[config.mk]
export PLATFORM = sky130hd
export DESIGN_NAME = sc_cardclk_gen
export DESIGN_NICKNAME = d
export VERILOG_FILES = /design/src/rtl/sc_clk_pkg.sv /design/src/rtl/sc_half_timer.sv /design/src/rtl/sc_clk_park.sv /design/src/rtl/sc_bit_timer.sv /design/src/rtl/sc_cardclk_gen.sv
export SDC_FILE = /design/constraint.sdc
export NUM_CORES = 1
export LEC_CHECK = 0
export BUFFER_PORTS_ARGS = -buffer_cell sky130_fd_sc_hd__buf_2
export CAP_MARGIN = 15
export CORE_ASPECT_RATIO = 0.5
export CORE_MARGIN = 2
export CORE_UTILIZATION = 31
export DETAILED_ROUTE_END_ITERATION = 12
export PLACE_DENSITY = 0.59
export SLEW_MARGIN = 40
export SYNTH_ARGS = -nofsm -noshare
export SYNTH_HDL_FRONTEND = slang
export SYNTH_SLANG_ARGS = --single-unit
[constraint.sdc]
create_clock -name clk -period 3.4 [get_ports clk]
set_input_delay 0 -clock clk [delete_from_list [all_inputs] [get_ports clk]]
set_output_delay 0 -clock clk [all_outputs]
set_load 0.03 [all_outputs]
[src/rtl/sc_clk_pkg.sv]
package sc_clk_pkg;

    // Card-clock half-periods in one bit (372 full periods).
    localparam int unsigned BIT_HALVES = 744;

    typedef enum logic {
        CK_PARKED  = 1'b0,
        CK_RUNNING = 1'b1
    } ck_state_e;

    typedef struct packed {
        logic run_req;    // clock should run
        logic park_lvl;   // level held while stopped
        logic hold_drive; // keep driving the pin while stopped
    } pin_ctl_t;

    // Half-period length in peripheral cycles: (div+1) * 4^pre
    function automatic int unsigned half_cycles(int unsigned div, int unsigned pre);
        return (div + 1) << (2 * pre);
    endfunction

    function automatic pin_ctl_t decode_ctl(logic smif, logic osel, logic phi, logic run);
        pin_ctl_t c;
        c.run_req    = smif & run;
        c.hold_drive = smif & osel;
        c.park_lvl   = smif & osel & phi;
        return c;
    endfunction

endpackage

[src/rtl/sc_half_timer.sv]
module sc_half_timer #(
    parameter int CNT_W = 15
) (
    input  logic             clk,
    input  logic             rst,
    input  logic             clear,
    input  logic             enable,
    input  logic [CNT_W-1:0] half,
    output logic             wrap
);
    logic [CNT_W-1:0] hcnt;
    logic [CNT_W:0]   next_cnt;

    assign next_cnt = {1'b0, hcnt} + 1'b1;
    assign wrap     = enable && (next_cnt >= {1'b0, half});

    always_ff @(posedge clk) begin
        if (rst || clear) begin
            hcnt <= '0;
        end else if (enable) begin
            hcnt <= wrap ? '0 : next_cnt[CNT_W-1:0];
        end
    end
endmodule

[src/rtl/sc_clk_park.sv]
module sc_clk_park
    import sc_clk_pkg::*;
(
    input  logic clk,
    input  logic rst,
    input  logic run_req,
    input  logic park_lvl,
    input  logic wrap,
    output logic clk_lvl,
    output logic running,
    output logic stop_now,
    output logic toggle
);
    ck_state_e state;

    assign running  = (state == CK_RUNNING);
    assign stop_now = running && !run_req && (clk_lvl == park_lvl);
    assign toggle   = running && !stop_now && wrap;

    always_ff @(posedge clk) begin
        if (rst) begin
            state   <= CK_PARKED;
            clk_lvl <= 1'b0;
        end else begin
            unique case (state)
                CK_RUNNING: begin
                    if (stop_now) begin
                        state <= CK_PARKED;
                    end else if (toggle) begin
                        clk_lvl <= ~clk_lvl;
                    end
                end
                CK_PARKED: begin
                    if (run_req) begin
                        state <= CK_RUNNING;
                    end else begin
                        clk_lvl <= park_lvl;
                    end
                end
                default: state <= CK_PARKED;
            endcase
        end
    end
endmodule

[src/rtl/sc_bit_timer.sv]
module sc_bit_timer #(
    parameter int HALVES = 744,
    localparam int CNT_W = $clog2(HALVES)
) (
    input  logic clk,
    input  logic rst,
    input  logic running,
    input  logic toggle,
    output logic bit_tick
);
    localparam logic [CNT_W-1:0] LAST = CNT_W'(HALVES - 1);

    logic [CNT_W-1:0] edges;

    always_ff @(posedge clk) begin
        if (rst || !running) begin
            edges    <= '0;
            bit_tick <= 1'b0;
        end else begin
            bit_tick <= toggle && (edges == LAST);
            if (toggle) begin
                edges <= (edges == LAST) ? '0 : edges + 1'b1;
            end
        end
    end
endmodule

[src/rtl/sc_cardclk_gen.sv]
module sc_cardclk_gen
    import sc_clk_pkg::*;
#(
    parameter int DIV_W  = 8,
    parameter int PRE_W  = 2,
    parameter int HALVES = BIT_HALVES,
    localparam int HALF_W = DIV_W + 1 + 2 * ((1 << PRE_W) - 1)
) (
    input  logic             clk,
    input  logic             rst,
    input  logic [DIV_W-1:0] div_n,
    input  logic [PRE_W-1:0] pre_sel,
    input  logic             sc_mode,
    input  logic             out_sel,
    input  logic             park_hi,
    input  logic             clk_run,
    output logic             card_clk,
    output logic             card_clk_oe,
    output logic             bit_tick
);
    pin_ctl_t          ctl;
    logic [HALF_W-1:0] half;
    logic              wrap, running, stop_now, toggle, clk_lvl;

    assign ctl  = decode_ctl(sc_mode, out_sel, park_hi, clk_run);
    assign half = HALF_W'(half_cycles(32'(div_n), 32'(pre_sel)));

    sc_half_timer #(.CNT_W(HALF_W)) u_half (
        .clk    (clk),
        .rst    (rst),
        .clear  (!running || stop_now),
        .enable (running && !stop_now),
        .half   (half),
        .wrap   (wrap)
    );

    sc_clk_park u_park (
        .clk      (clk),
        .rst      (rst),
        .run_req  (ctl.run_req),
        .park_lvl (ctl.park_lvl),
        .wrap     (wrap),
        .clk_lvl  (clk_lvl),
        .running  (running),
        .stop_now (stop_now),
        .toggle   (toggle)
    );

    sc_bit_timer #(.HALVES(HALVES)) u_bit (
        .clk      (clk),
        .rst      (rst),
        .running  (running),
        .toggle   (toggle),
        .bit_tick (bit_tick)
    );

    assign card_clk    = clk_lvl;
    assign card_clk_oe = running || ctl.hold_drive;
endmodule

==> summary.md, run 1 <==
| Metric | Value |
|---|---|
| Max Clock Freq | 0.313 GHz |
| Post-synth top area cell | dfxtp_1 |
| Worst min path class | primary input to flip-flop |
| Worst-margin pin slew | between 0.4 and 0.5 ns |
| Clock tree root driver cell | clkbuf_16 |
| Area Growth Syn to Fin | 14.8% |
| Nets | 315 |
| CTS tree | done |
| Worst-Skew Late Latency | 0.27 ns |
| Final setup margin | approximately 0.21 ns |
| Final instance area | between 0.002 and 0.0025 sq mm |
| Hold Startpoint | sc_mode |
| Cells after Synth | 260 |
| Clock buffer depth | 2 |
| Total wire length | roughly 4.8 mm |
| Top area cells in the synthesized netlist | dfxtp_1 27%, ha_1 11%, nor2b_1 5.5% |
| Final worst path period need | 3.19 ns |
| Crit Path Class | flip-flop to flip-flop |
| Placement Cell Area | 0.00225 sq mm |
| Core area | between 0.006 and 0.007 sq mm |
| Worst vdd ir | 0.172 mV |
| Die area | 0.00730 sq mm |
| Post-cts sizing count | 0 |
| R2R Path Start | u_half.hcnt[3] |
| Asr flop ratio synth | 0% |
| Drt wl/cell | 12.9 um |
| Post-route ant nets | 0 |
| DR pass1 iterations | 4 |
| Data required, critical path | 3.60 ns |
| DRC Markers | 0 |
| Critical path startpoint | u_half.hcnt[3] |
| CP endpoint kind | flip-flop |
| Fillers | about 640 |
| Lkg Pwr | 0.934 nW |
| Routed vias/inst | 5.24 |
| Clock slew at reported path FFs | approximately 0.080 ns |
| Total CTS buffers | 3 |
| Post-synthesis sequential area ratio | about 27% |
| Synth Flop Type | dfxtp_1 |
| First-pass GRT wire length | 8.05 mm |
| Die width | 119 um |
| Finished Core Util | 37.7% |
| Post-CTS Setup Inserts | 0 |
| Setup_tns | 0 ns |
| Post-synth EDFFs | 0 |
| Synth cell count leaders | 28 x dfxtp_1, 26 x nor2_1, 25 x nand2_1 |
| Diodes inserted | 0 |
| Cell Rows | 20 |
| Half-perimeter wire length after placement | 3.73 mm |
| Multi-input logic area | 0.00143 sq mm |
| Yosys cell types | 45 |
| RSZ-0062 raised after global routing | false |
| Clock skew | between 0.009 and 0.01 ns |
| Yosys warns | 0 |
| Post-Layout Cell Count | 368 |
| Post-CTS Hold Buffers | 1 |
| Starting DRC count in detailed routing | 60 |
| Synth Register Bits | 28 |
| Final worst path period share | around 94% |
| Most common cell in the netlist | dfxtp_1 |
| Max H-tree Level | 1 |
| Congestion Overflow GR | 0 |
| Boundary pin count | 19 |
| Vias in the first global route | 1808 |
| Tot GR Track Use | 13.5% |
| Final Hold Violating Endpoints | 0 |
| Synthesized area | ~0.002 sq mm |
| Max Slew Vio Count | 0 |
| Die height | 61.4 um |
| Avg Inst Size Synth | 7.87 sq um |
| Crit path DAT | 3.39 ns |
| Clk sinks | 28 |
| Initial antenna violation count | 0 |
| Sequential Area | 561 sq um |
| Power Density | 307 mW/mm^2 |
| Largest net degree at the start of global routing | 20 |
| Layout cells sized above 1 | 12.1% |
| Placer congestion estimate | 0.847 |
| Status | finished, final reports clean |
| Place WS | just over 0.09 ns |
| Worst setup SP type | flip-flop |
| Syn_nets | 294 |
| Crit path max fanout | 4 |
| Vias | 1929 |
| Final setup violation count | 0 |
| Max_slew headroom | 69.5% |
| Port bufs | 18 |
| Placed cells | 363 |
| Top-area cell type share of the netlist area | 27.4% |
| Initial core utilization | 32.8% |
| Maxcap violations | 0 |
layer usage:
metal	global-route usage, %	vias up	wire, um
met4	4.76	0	76
met5	0	-	0
li1	-	980	-
met1	16.7	889	2340
met2	24.9	52	2140
met3	1.94	8	209
state kept, by name, indices dropped and copies added (netlist names):
| register | count |
|---|---|
| u_half.hcnt | 15 |
| u_bit.bit_tick | 1 |
| u_bit.edges | 10 |
| u_park.running | 1 |
| u_park.clk_lvl | 1 |
power by group:
| part | switching [mW] | internal (mW) |
|---|---|---|
| Combinational | 0.0516 | 0.0381 |
| Clock | 0.119 | 0.181 |
| Sequential | 0.00197 | 0.329 |
cell type report:
class / instances / area share [%]
Timing Repair Buffer: 25 / 6.18
Inverter: 4 / 0.639
Sequential cell: 28 / 23.9
Tap cell: 88 / 4.69
Clock buffer: 4 / 3.78
Multi-Input combinational cell: 219 / 60.8
metrics by stage:
stage | power (mW) | hold WS, ns
after floorplan | 0.397 | 0.0691
after global placement | 0.424 | 0.220
after detailed placement | 0.427 | 0.217
after CTS | 0.723 | 0.0522
after global routing | 0.753 | 0.0637
final | 0.720 | 0.0476
final timing paths:
| check | to | slack [ns] | cells past startpoint |
|---|---|---|---|
| worst max-delay path | u_bit.edges[7] | 0.21 | 11 |
| worst min-delay path | u_park.running | 0.05 | 3 |
| worst max register to register | u_bit.edges[7] | 0.21 | 11 |
| worst min register to register | u_bit.edges[1] | 0.48 | 2 |
worst max-delay path, cell delays in order, from the launching register on:
cell	delay, ns
dfxtp_1	0.38
and4_4	0.26
and3_1	0.24
nand4_1	0.13
xnor2_1	0.17
ha_1	0.32
nand4_1	0.10
o21bai_1	0.16
or4_1	0.47
a31o_1	0.25
or4_1	0.50
a21oi_1	0.13
cells by family after synthesis:
kind of cell	share of synthesized area [%]
xor+xnor	7.71
flops	27.4
mux	1.59
buf+inv	2.75
fa+ha+maj	11.0
compound gates	17.5
simple gates	32.0
layout by cell type, fill, tap and decap left out, drive strengths merged, types with 4 or more instances in the layout:
cell type  count
ha            18
nand2         25
nor3           7
inv            4
dfxtp         28
nor2b         18
o21ai          6
clkbuf         4
o21a           4
nand3         15
o211ai         4
and3           7
xor2           8
a21oi         17
nand2b         5
xnor2         10
buf           24
or3            4
a31oi          6
nor2          26
nand4          9
(Power assumes the default switching activity.)
==> inputs of run 2 (changes only) <==
Settings changed: BUFFER_PORTS_ARGS -buffer_cell sky130_fd_sc_hd__buf_2 to -buffer_cell sky130_fd_sc_hd__clkbuf_2.
==> run 2 against run 1 <==
Critical path depth stayed put; global-route usage is 0.17 points higher; cell count increased by 0.27%; count of clock-buffer cells in the layout is 1 lower; worst hold slack better by 0.013 ns; total power grew 8.0%; register-to-register slack hardly changed; sequential power about the same; via count decreased by 0.47%; fmax fell by 0.17%; setup slack got worse by 0.0053 ns; sequential share of layout area decreased by 0.20 points.
==> summary.md, run 2 (same netlist as run 1, synthesis figures left out) <==
| Metric | Value |
|---|---|
| Status | finished, final reports clean |
| Vias | 1920 (-0.47%) |
| Post-route ant nets | 0 (unchanged) |
| Lkg Pwr | 0.948 nW (+1.5%) |
| First-pass GRT wire length | 8.22 mm (+2.1%) |
| Multi-input logic area | 0.00143 sq mm (unchanged) |
| Max H-tree Level | 1 (unchanged) |
| Tot GR Track Use | 13.6% (+0.17 points) |
| Max_slew headroom | 69.9% (+0.40 points) |
| Initial core utilization | 32.8% (unchanged) |
| Diodes inserted | 0 (unchanged) |
| Worst-margin pin slew | 0.452 ns (-0.00600 ns) |
| Vias in the first global route | 1853 (+2.5%) |
| DR pass1 iterations | 4 (unchanged) |
| Max Slew Vio Count | 0 (unchanged) |
| Comb pwr share | 11.5% (-1.0 points) |
| Part of the power in registers | 42.5% (-3.4 points) |
| Final setup violation count | 0 (unchanged) |
| Nets | 316 (+0.32%) |
| Max Clock Freq | 0.313 GHz (-0.17%) |
| Final worst path period share | 94.1% (+0.16 points) |
| Port bufs | 18 (unchanged) |
| Clock power share | 46.0% (+4.4 points) |
| Commonest non-fill, non-tap cell in the layout | dfxtp_1 |
| Final Hold Violating Endpoints | 0 (unchanged) |
| Crit path DAT | 3.39 ns (about the same) |
| Boundary pin count | 19 (unchanged) |
| Clock tree root driver cell | clkbuf_16 |
| Initial antenna violation count | 0 (unchanged) |
| Crit Path Class | flip-flop to flip-flop |
| Starting DRC count in detailed routing | 62 (+3.3%) |
| Clk sinks | 28 (unchanged) |
| Placer congestion estimate | 0.865 (+2.1%) |
| Finished Core Util | 38.1% (+0.40 points) |
| Layout cells sized above 1 | 12.8% (+0.67 points) |
| Critical path's top delay family | simple AND/OR/NAND/NOR gates |
| Total CTS buffers | 3 (unchanged) |
| Worst-Skew Late Latency | 0.27 ns (about the same) |
| Die height | 61.4 um (unchanged) |
| Setup_tns | 0 ns (unchanged) |
| Core area | 0.00623 sq mm (unchanged) |
| Total wire length | 4.75 mm (-0.15%) |
| Worst setup SP type | flip-flop |
| Internal power | 601 uW (+9.8%) |
| Worst vdd ir | 0.148 mV (-14%) |
| Half-perimeter wire length after placement | 3.74 mm (+0.21%) |
| Congestion Overflow GR | 0 (unchanged) |
| Top reg by flops | u_half.hcnt |
| DRC Markers | 0 (unchanged) |
| Maxcap violations | 0 (unchanged) |
| Cell Rows | 20 (unchanged) |
| Sequential Area | 562 sq um (+0.22%) |
| Largest net degree at the start of global routing | 20 (unchanged) |
| Routed vias/inst | 5.20 (-0.74%) |
| Clock buffer depth | 2 (unchanged) |
| Fillers | 658 (+2.2%) |
| Switching power share of the total | 22.7% (-1.3 points) |
| Drt wl/cell | 12.9 um (-0.42%) |
| Area Growth Syn to Fin | 16.0% |
| Hold WS | 0.0606 ns (+0.0130 ns) |
| CTS tree | done |
| Final worst path period need | 3.20 ns (+0.00533 ns) |
| Worst min path class | primary input to flip-flop |
| Max incr delay on CP | 0.49 ns (about the same) |
| Number of buffers and inverters on the critical path | 0 (unchanged) |
| Cells along the critical path | and4_4 > and3_1 > nand4_1 > xnor2_1 > ha_1 > nand4_1 > o21bai_1 > or4_1 > a31o_1 > or4_1 > a21oi_1 |
| Clock slew at reported path FFs | 0.07 ns (about the same) |
| CP endpoint kind | flip-flop |
| Sw power | 176 uW (+2.1%) |
| Die area | 0.00730 sq mm (unchanged) |
| Data required, critical path | 3.59 ns (about the same) |
| RSZ-0062 raised after global routing | false |
| Worst path slowest cell | or4_1 |
| Crit path max fanout | 4 (unchanged) |
| Clock skew | 0.00612 ns (-0.00330 ns) |
| Most frequent cells in the layout | 27 x dfxtp_1, 26 x nor2_1, 25 x nand2_1 |
| Biggest regs | u_half.hcnt (15), u_bit.edges (10) |
| Max reg flops | 15 (unchanged) |
| Die width | 119 um (unchanged) |
| Power Density | 328 mW/mm^2 (+6.8%) |
## run 2: cell types whose count changed in the layout (fill, tap and decap cells not counted)
cell	delta
dfxtp_2	+1
clkbuf_2	+18
dfxtp_1	-1
buf_2	-18
clkbuf_8	-1
buf_4	+1
bufinv_16	+1
## run 2: metal layers
metal / global-route usage (%) / routed length (um) / part of all wire (%) / vias up
met5: 0 / 0 / 0 / -
met4: 4.25 / 64 / 1.3 / 0
met3: 2.41 / 166 / 3.5 / 7
met2: 24.1 / 2160 / 46 / 37
met1: 17.5 / 2360 / 50 / 887
li1: - / - / - / 989
## run 2: final timing paths
| kind | from | end | slack (ns) | cells past startpoint |
|---|---|---|---|---|
| worst max register to register | u_half.hcnt[4] | u_bit.edges[7] | 0.20 | 11 |
| worst min-delay path | sc_mode | u_park.running | 0.06 | 3 |
| worst min register to register | u_bit.edges[1] | u_bit.edges[1] | 0.49 | 2 |
| worst max-delay path | u_half.hcnt[4] | u_bit.edges[7] | 0.20 | 11 |
## run 2: layout make-up
type,count,area share (%)
inverter,4,0.633
multi-input combinational,219,60.2
clock buffer,3,3.16
clock inverter,1,1.27
tap,88,4.64
timing repair buffer,26,6.43
sequential,28,23.7
## run 2: worst register-to-register path, stage by stage (launching register included)
cell	delay (ns)
dfxtp_1	0.37
and4_4	0.26
and3_1	0.25
nand4_1	0.14
xnor2_1	0.17
ha_1	0.30
nand4_1	0.11
o21bai_1	0.17
or4_1	0.48
a31o_1	0.25
or4_1	0.49
a21oi_1	0.13
## run 2: power groups by stage
stage	clock, mW	sequential, mW	combinational (mW)
global route	0.377	0.331	0.101
detailed placement	0	0.338	0.0883
CTS	0.362	0.331	0.0897
global placement	0	0.338	0.0859
floorplan	0	0.338	0.0592
finish	0.357	0.331	0.0894
## run 2: repair_timing
item | 4_1_cts | 5_1_grt
buffers inserted | 0 | 0
setup endpoints to repair | 0 | 1
resized for setup | 0 | 1
hold buffers | 1 | 0
endpoints found under the hold margin | 2 | 0
## run 2: stage by stage
stage,cell area [sq um],power [mW],setup slack [ns],std cells
floorplan,2050,0.397,0.296,260
global placement,2260,0.424,0.205,364
detailed placement,2260,0.427,0.0769,364
CTS,2370,0.783,0.211,369
global route,2370,0.809,0.0273,369
finish,2370,0.778,0.201,369
